### config.mk
export PLATFORM = sky130hd
export DESIGN_NAME = burst_addr_gen
export DESIGN_NICKNAME = d
export VERILOG_FILES = /design/src/rtl/burst_addr_pkg.sv /design/src/rtl/burst_order.sv /design/src/rtl/burst_addr_gen.sv
export SDC_FILE = /design/constraint.sdc
export NUM_CORES = 1
export LEC_CHECK = 0
export ABC_AREA = 1
export BUFFER_PORTS_ARGS = -buffer_cell sky130_fd_sc_hd__buf_2
export CAP_MARGIN = 30
export CELL_PAD_IN_SITES_DETAIL_PLACEMENT = 0
export CELL_PAD_IN_SITES_GLOBAL_PLACEMENT = 1
export CORE_UTILIZATION = 30
export CTS_BUF_LIST = sky130_fd_sc_hd__clkbuf_4 sky130_fd_sc_hd__clkbuf_8
export DETAILED_ROUTE_END_ITERATION = 8
export PLACE_DENSITY_LB_ADDON = 0.1
export SLEW_MARGIN = 20
export SYNTH_ARGS = -nofsm -noshare
export SYNTH_HDL_FRONTEND = slang
export SYNTH_SLANG_ARGS = --single-unit
export TNS_END_PERCENT = 30
### constraint.sdc
create_clock -name clk -period 3 [get_ports clk]
set_clock_uncertainty 0.2 [all_clocks]
set_input_delay 0.3 -clock clk [delete_from_list [all_inputs] [get_ports clk]]
set_output_delay 0.3 -clock clk [all_outputs]
set_load 0.02 [all_outputs]
### src/rtl/burst_addr_pkg.sv
package burst_addr_pkg;
    localparam int OFS_W = 2;

    typedef logic [OFS_W-1:0] ofs_t;
    typedef logic [OFS_W-1:0] beat_t;

    typedef enum logic {
        SEQ_LINEAR = 1'b0,
        SEQ_XOR    = 1'b1
    } seq_mode_e;
endpackage

### src/rtl/burst_order.sv
module burst_order
    import burst_addr_pkg::*;
(
    input  ofs_t      start_i,
    input  beat_t     beat_i,
    input  seq_mode_e mode_i,
    output ofs_t      ofs_o
);
    always_comb begin
        unique case (mode_i)
            SEQ_XOR:    ofs_o = start_i ^ beat_i;
            default:    ofs_o = start_i + beat_i;
        endcase
    end
endmodule

### src/rtl/burst_addr_gen.sv
module burst_addr_gen
    import burst_addr_pkg::*;
#(
    parameter int ADDR_W = 18
) (
    input  logic              clk,
    input  logic              rst,
    input  logic              hold_i,
    input  logic              load_i,
    input  logic              interleave_i,
    input  logic [ADDR_W-1:0] ext_addr_i,
    output logic [ADDR_W-1:0] addr_o,
    output logic [1:0]        beat_o
);
    localparam int UP_W = ADDR_W - OFS_W;

    typedef struct packed {
        logic [UP_W-1:0] upper;
        ofs_t            start;
        beat_t           beat;
        ofs_t            low;
    } gen_state_t;

    gen_state_t st_d, st_q;
    beat_t      beat_inc;
    ofs_t       low_nxt;

    assign beat_inc = st_q.beat + beat_t'(1);

    burst_order u_order (
        .start_i (st_q.start),
        .beat_i  (beat_inc),
        .mode_i  (seq_mode_e'(interleave_i)),
        .ofs_o   (low_nxt)
    );

    always_comb begin
        st_d = st_q;
        if (rst) begin
            st_d = '0;
        end else if (!hold_i) begin
            if (load_i) begin
                st_d.upper = ext_addr_i[ADDR_W-1:OFS_W];
                st_d.start = ext_addr_i[OFS_W-1:0];
                st_d.low   = ext_addr_i[OFS_W-1:0];
                st_d.beat  = '0;
            end else begin
                st_d.beat = beat_inc;
                st_d.low  = low_nxt;
            end
        end
    end

    always_ff @(posedge clk) begin
        st_q <= st_d;
    end

    assign addr_o = {st_q.upper, st_q.low};
    assign beat_o = st_q.beat;
endmodule

==> impl_metrics.yaml, run 1 <==
status:
  status: "finished, final reports clean"
detailed_routing:
  wl_per_cell_um: 9.764
  ant_nets: 0
  drcViolationCount: 0
  drt_iter0_markers: 25
  vias: 848
  vias_per_cell: 4.077
  drt-total-wl_mm: 2.031
  drt-pass1-iter-count: 4
sta:
  finalSetupTns_ps: 0
  min_period_over_period: 0.5412
  fmax_mhz: 616.0
  rsz0062_at_grt: "false"
  relSlewSlack: 0.6796
  finalWorstSetupSlack_ps: 1377
  setup_viol: 0
  period_minus_slack_ps: 1623
  worst_pin_slew_ps: 480.1
  maxSlewViolCount: 0
  hold_violations: 0
clock_tree:
  root_buffer: "clkbuf_4"
  cts_max_level: 1
  ctsLongestPathBuffers: 2
  cts_tree: "done"
  clk_latency_ps: 290
  cts_inserted_buffers: 3
  cts_num_sinks: 22
  path_clk_slew_ps: 120
  ctsResizeCount: 0
final_layout:
  drive_gt1_frac: 0.2866
  area_growth_pct: 12.39
  num-nets-final: 190
  diodes: 0
  fillCellCount: 350
logic_synthesis:
  ys_top_cells_by_area: "dfxtp_1, buf_4, nor2_1"
  syn_inst: 141
  synth_seq_cells: 22
  yosys_warnings: 0
  yosysSeqAreaShare: 0.4319
  synth_nets: 165
  synth_top_area_frac: 0.4319
  synth_cell_types: 13
  postSynthAreaPerCell_um2: 7.232
  syn_area_um2: 1020
  synth_top_cell_by_area: "dfxtp_1"
setup_path:
  crit_arrival_ps: 1660
  cp-end-kind: "flip-flop"
  critical_path_class: "input pin to flip-flop"
  required_ps: 3030
  cp_max_fo: 19
  critPathLaunchType: "input pin"
flow_run:
  maxCapViolations: 0
place:
  gp_congestion: 0.7769
  dpl.hpwl_mm: 1.471
  post-place-ws_ps: 1445
  port_buffers: 42
worst_hold_path:
  holdCritPathClass: "input pin to flip-flop"
floorplanning:
  ios: 43
  die_h_um: 60.30
  die_w_um: 60.30
  rows: 20
  start_util: 0.3260
  dieArea_um2: 3636
  core_um2: 3128
pwr:
  power_switching_uw: 156.0
  pwr-share-seq: 0.581
  switching_share: 0.2833
  p_int_uw: 394.6
  total_power_uw: 550.5
  power_density_nw_per_um2: 480.4
  ir_drop_v: 0.0001320
  p_comb_frac: 0.180
  power_leakage_nw: 0.6095
  clkPwrFrac: 0.239
grt:
  antenna_found_initial: 0
  use_met2: 0.1884
  grt_usage: 0.1174
  use_met3: 0.02597
  grt_pass1_vias: 755
  grt_pass1_wl_mm: 3.139
  busiest_layer: "met2"
  use_met1: 0.1472
  grt_max_degree: 20
  gr-total-overflow: 0
cells in the final DEF, fill, tap and decap left out:
cell type      count
nand3_1            4
dfxtp_1           22
ha_1               1
inv_2              1
inv_1             12
nor2_1            34
nor2_4             1
dlygate4sd3_1      1
clkbuf_4           3
o21ai_0           17
buf_2             42
nand2_1           22
a21oi_1            4
power by group through the flow:
stage	Combinational, mW	Sequential [mW]	Clock, mW
finish	0.0991	0.320	0.132
global placement	0.0997	0.327	0
floorplan	0.0855	0.324	0
detailed placement	0.0997	0.327	0
global route	0.112	0.322	0.151
CTS	0.101	0.320	0.137
state kept, by name (all words and copies together), names as in the netlist:
signal  count
st_q        2
addr_o     18
beat_o      2
cell families after synthesis:
kind of cell / count (synthesis) / synth area share
buffers and inverters: 36 / 0.2159
flip-flops: 22 / 0.4319
AND/OR/NAND/NOR: 61 / 0.2368
adder cells (fa/ha/maj): 1 / 0.01227
AO/OA/AOI/OAI: 21 / 0.1031
metal layers:
metal	up-vias	routed length, um
li1	462	-
met1	362	934
met2	22	946
met3	2	131
met4	0	19
met5	-	0
cells in the mapped netlist:
| library cell | count |
|---|---|
| a21oi_1 | 4 |
| buf_4 | 20 |
| buf_6 | 1 |
| clkbuf_2 | 2 |
| dfxtp_1 | 22 |
| ha_1 | 1 |
| inv_1 | 12 |
| inv_2 | 1 |
| nand2_1 | 22 |
| nand3_1 | 4 |
| nor2_1 | 34 |
| nor2_4 | 1 |
| o21ai_0 | 17 |
stage by stage:
step	std cells	area [um^2]	util	hold slack (ps)
2_1_floorplan	141	1020	-	169.1
6_report	208	1146	0.3664	13.81
4_1_cts	208	1146	0.3664	6.541
3_3_place_gp	204	1114	0.3560	260.9
5_1_grt	208	1146	0.3664	1.174
3_5_place_dp	204	1114	0.3560	259.6
area by class of cell:
| type | count | area [um^2] | area share |
|---|---|---|---|
| well taps | 44 | 55.05 | 0.04803 |
| flip-flops and latches | 22 | 440.4 | 0.3843 |
| repair buffers | 43 | 220.2 | 0.1921 |
| clock buffers | 3 | 22.52 | 0.01965 |
| inverters | 13 | 48.80 | 0.04258 |
| multi-input cells | 83 | 359.1 | 0.3133 |
critical path, stage by stage:
cell and delay [ps]:
dlygate4sd3_1 540, buf_2 150, inv_1 360, o21ai_0 160, a21oi_1 150
worst paths after layout:
kind	startpoint	cells past startpoint	slack, ps	to
max reg2reg	beat_o[0]	10	1540	addr_o[1]
min	ext_addr_i[14]	3	10	addr_o[14]
max	rst	5	1380	beat_o[0]
min reg2reg	st_q[4]	2	270	st_q[4]
timing repair:
action	4_1_cts	5_1_grt
hold buffers	1	0
buffers inserted	0	0
endpoints found under the hold margin	2	0
No activity file was read; power rests on OpenSTA's default activity.
==> inputs of run 2 (changes only) <==
- clock period: 3 -> 1.5 ns (I/O delays scaled with it)
==> impl_metrics.yaml, run 2 (synthesis gave the netlist of run 1 again) <==
final_layout:
  regArea_um2: 441.7
  diodes: 0
  final_cell_mix: "buf_2, nor2_1, nand2_1, dlygate4sd3_1, dfxtp_1"
  largest_register_ffs: 18
  num-nets-final: 212
  multi_input_area_um2: 365.4
  fillCellCount: 341
  final_core_util: 0.4440
  drive_gt1_frac: 0.2888
  layout_commonest_cell: "buf_2"
  area_growth_pct: 36.20
flow_run:
  maxCapViolations: 0
sta:
  rsz0062_at_grt: "true"
  setup_viol: 1
  min_period_over_period: 1.002
  fmax_mhz: 665.3
  maxSlewViolCount: 0
  finalSetupTns_ps: -3.160
  finalWorstSetupSlack_ps: -3.160
  relSlewSlack: 0.7930
  worst_pin_slew_ps: 310.0
  hold_violations: 0
  fin_hold_ws_ps: 33.94
  period_minus_slack_ps: 1503
detailed_routing:
  drcViolationCount: 0
  ant_nets: 0
  drt-total-wl_mm: 2.302
  vias: 925
  drt_iter0_markers: 24
  wl_per_cell_um: 9.965
  drt-pass1-iter-count: 4
  vias_per_cell: 4.004
setup_path:
  critical_path_class: "input pin to flip-flop"
  rrSetupSlack_ps: 140
  reg2reg_depth: 3
  required_ps: 1510
  cp_cell_sequence: "dlygate4sd3_1 -> buf_2 -> nand2_1 -> a21oi_2 -> dlygate4sd3_1"
  slowest_stage: "dlygate4sd3_1"
  max_stage_delay_ps: 550
  crit_family: "buffers and inverters"
  cp_max_fo: 2
  critPathLaunchType: "input pin"
  worst-path-buf-inv: 3
  cp-end-kind: "flip-flop"
  path_common_cell: "dlygate4sd3_1"
  crit_arrival_ps: 1510
  crit_cells: 5
floorplanning:
  core_um2: 3128
  die_h_um: 60.30
  dieArea_um2: 3636
  die_w_um: 60.30
  ios: 43
  start_util: 0.3260
  rows: 20
pwr:
  ir_drop_v: 0.0004715
  clkPwrFrac: 0.267
  pwr-share-seq: 0.529
  total_power_mw: 1.209
  switching_share: 0.2705
  power_switching_uw: 327.1
  power_leakage_nw: 0.7054
  p_comb_frac: 0.203
  power_density_nw_per_um2: 870.7
  p_int_uw: 882.1
place:
  port_buffers: 42
  dpl.hpwl_mm: 1.486
  gp_congestion: 0.7711
  post-place-ws_ps: 89.91
clock_tree:
  path_clk_slew_ps: 120
  cts_inserted_buffers: 3
  cts_num_sinks: 22
  cts_max_level: 1
  clk_latency_ps: 310
  cts_tree: "done"
  root_buffer: "clkbuf_4"
  ctsLongestPathBuffers: 2
grt:
  gr-total-overflow: 0
  grt_usage: 0.1390
  grt_pass1_vias: 852
  antenna_found_initial: 0
  grt_pass1_wl_mm: 3.684
  grt_max_degree: 20
worst_hold_path:
  whs_path_depth: 3
  holdCritPathClass: "input pin to flip-flop"
status:
  violations: "negative setup slack"
  status: "finished with violations"
[run 2: stage by stage]
stage                     area [um^2]  cells
final                            1389    231
after global routing             1389    231
after CTS                        1378    231
after detailed placement         1121    205
after global placement           1121    205
after floorplan                  1020    141
[run 2: timing repair]
| action | 4_1_cts | 5_1_grt |
|---|---|---|
| gates resized for setup | 0 | 5 |
| endpoints found under the setup margin | 0 | 17 |
| hold endpoints to repair | 21 | 0 |
| hold buffers | 22 | 0 |
| buffers inserted | 0 | 0 |
[run 2: power by group through the flow]
stage	logic, mW	clock network [mW]	registers [mW]
finish	0.246	0.323	0.640
floorplan	0.171	0	0.649
detailed placement	0.202	0	0.653
CTS	0.246	0.346	0.640
global placement	0.200	0	0.652
global route	0.275	0.364	0.644
[run 2: final timing paths]
check	start	to
min	hold_i	beat_o[0]
max reg2reg	st_q[4]	st_q[4]
min reg2reg	st_q[5]	st_q[5]
max	ext_addr_i[0]	st_q[4]
[run 2: final cells by class]
class / count / share of cell area
Multi-Input combinational cell: 83 / 0.2631
Clock buffer: 4 / 0.02613
Tap cell: 44 / 0.03964
Sequential cell: 22 / 0.3180
Timing Repair Buffer: 65 / 0.3153
Inverter: 13 / 0.03784
[run 2: worst min-delay path: stages]
cell and delay [ps]:
buf_2 150, o21ai_0 160, a21oi_1 50
[run 2: routing by layer]
layer	wire [um]	vias to the layer above	track usage	part of all wire
met5	0	-	0	0
met4	0	0	0.03987	0
met2	1118	26	0.2512	0.49
met1	1089	392	0.1537	0.47
li1	-	507	-	-
met3	94	0	0.04545	0.041
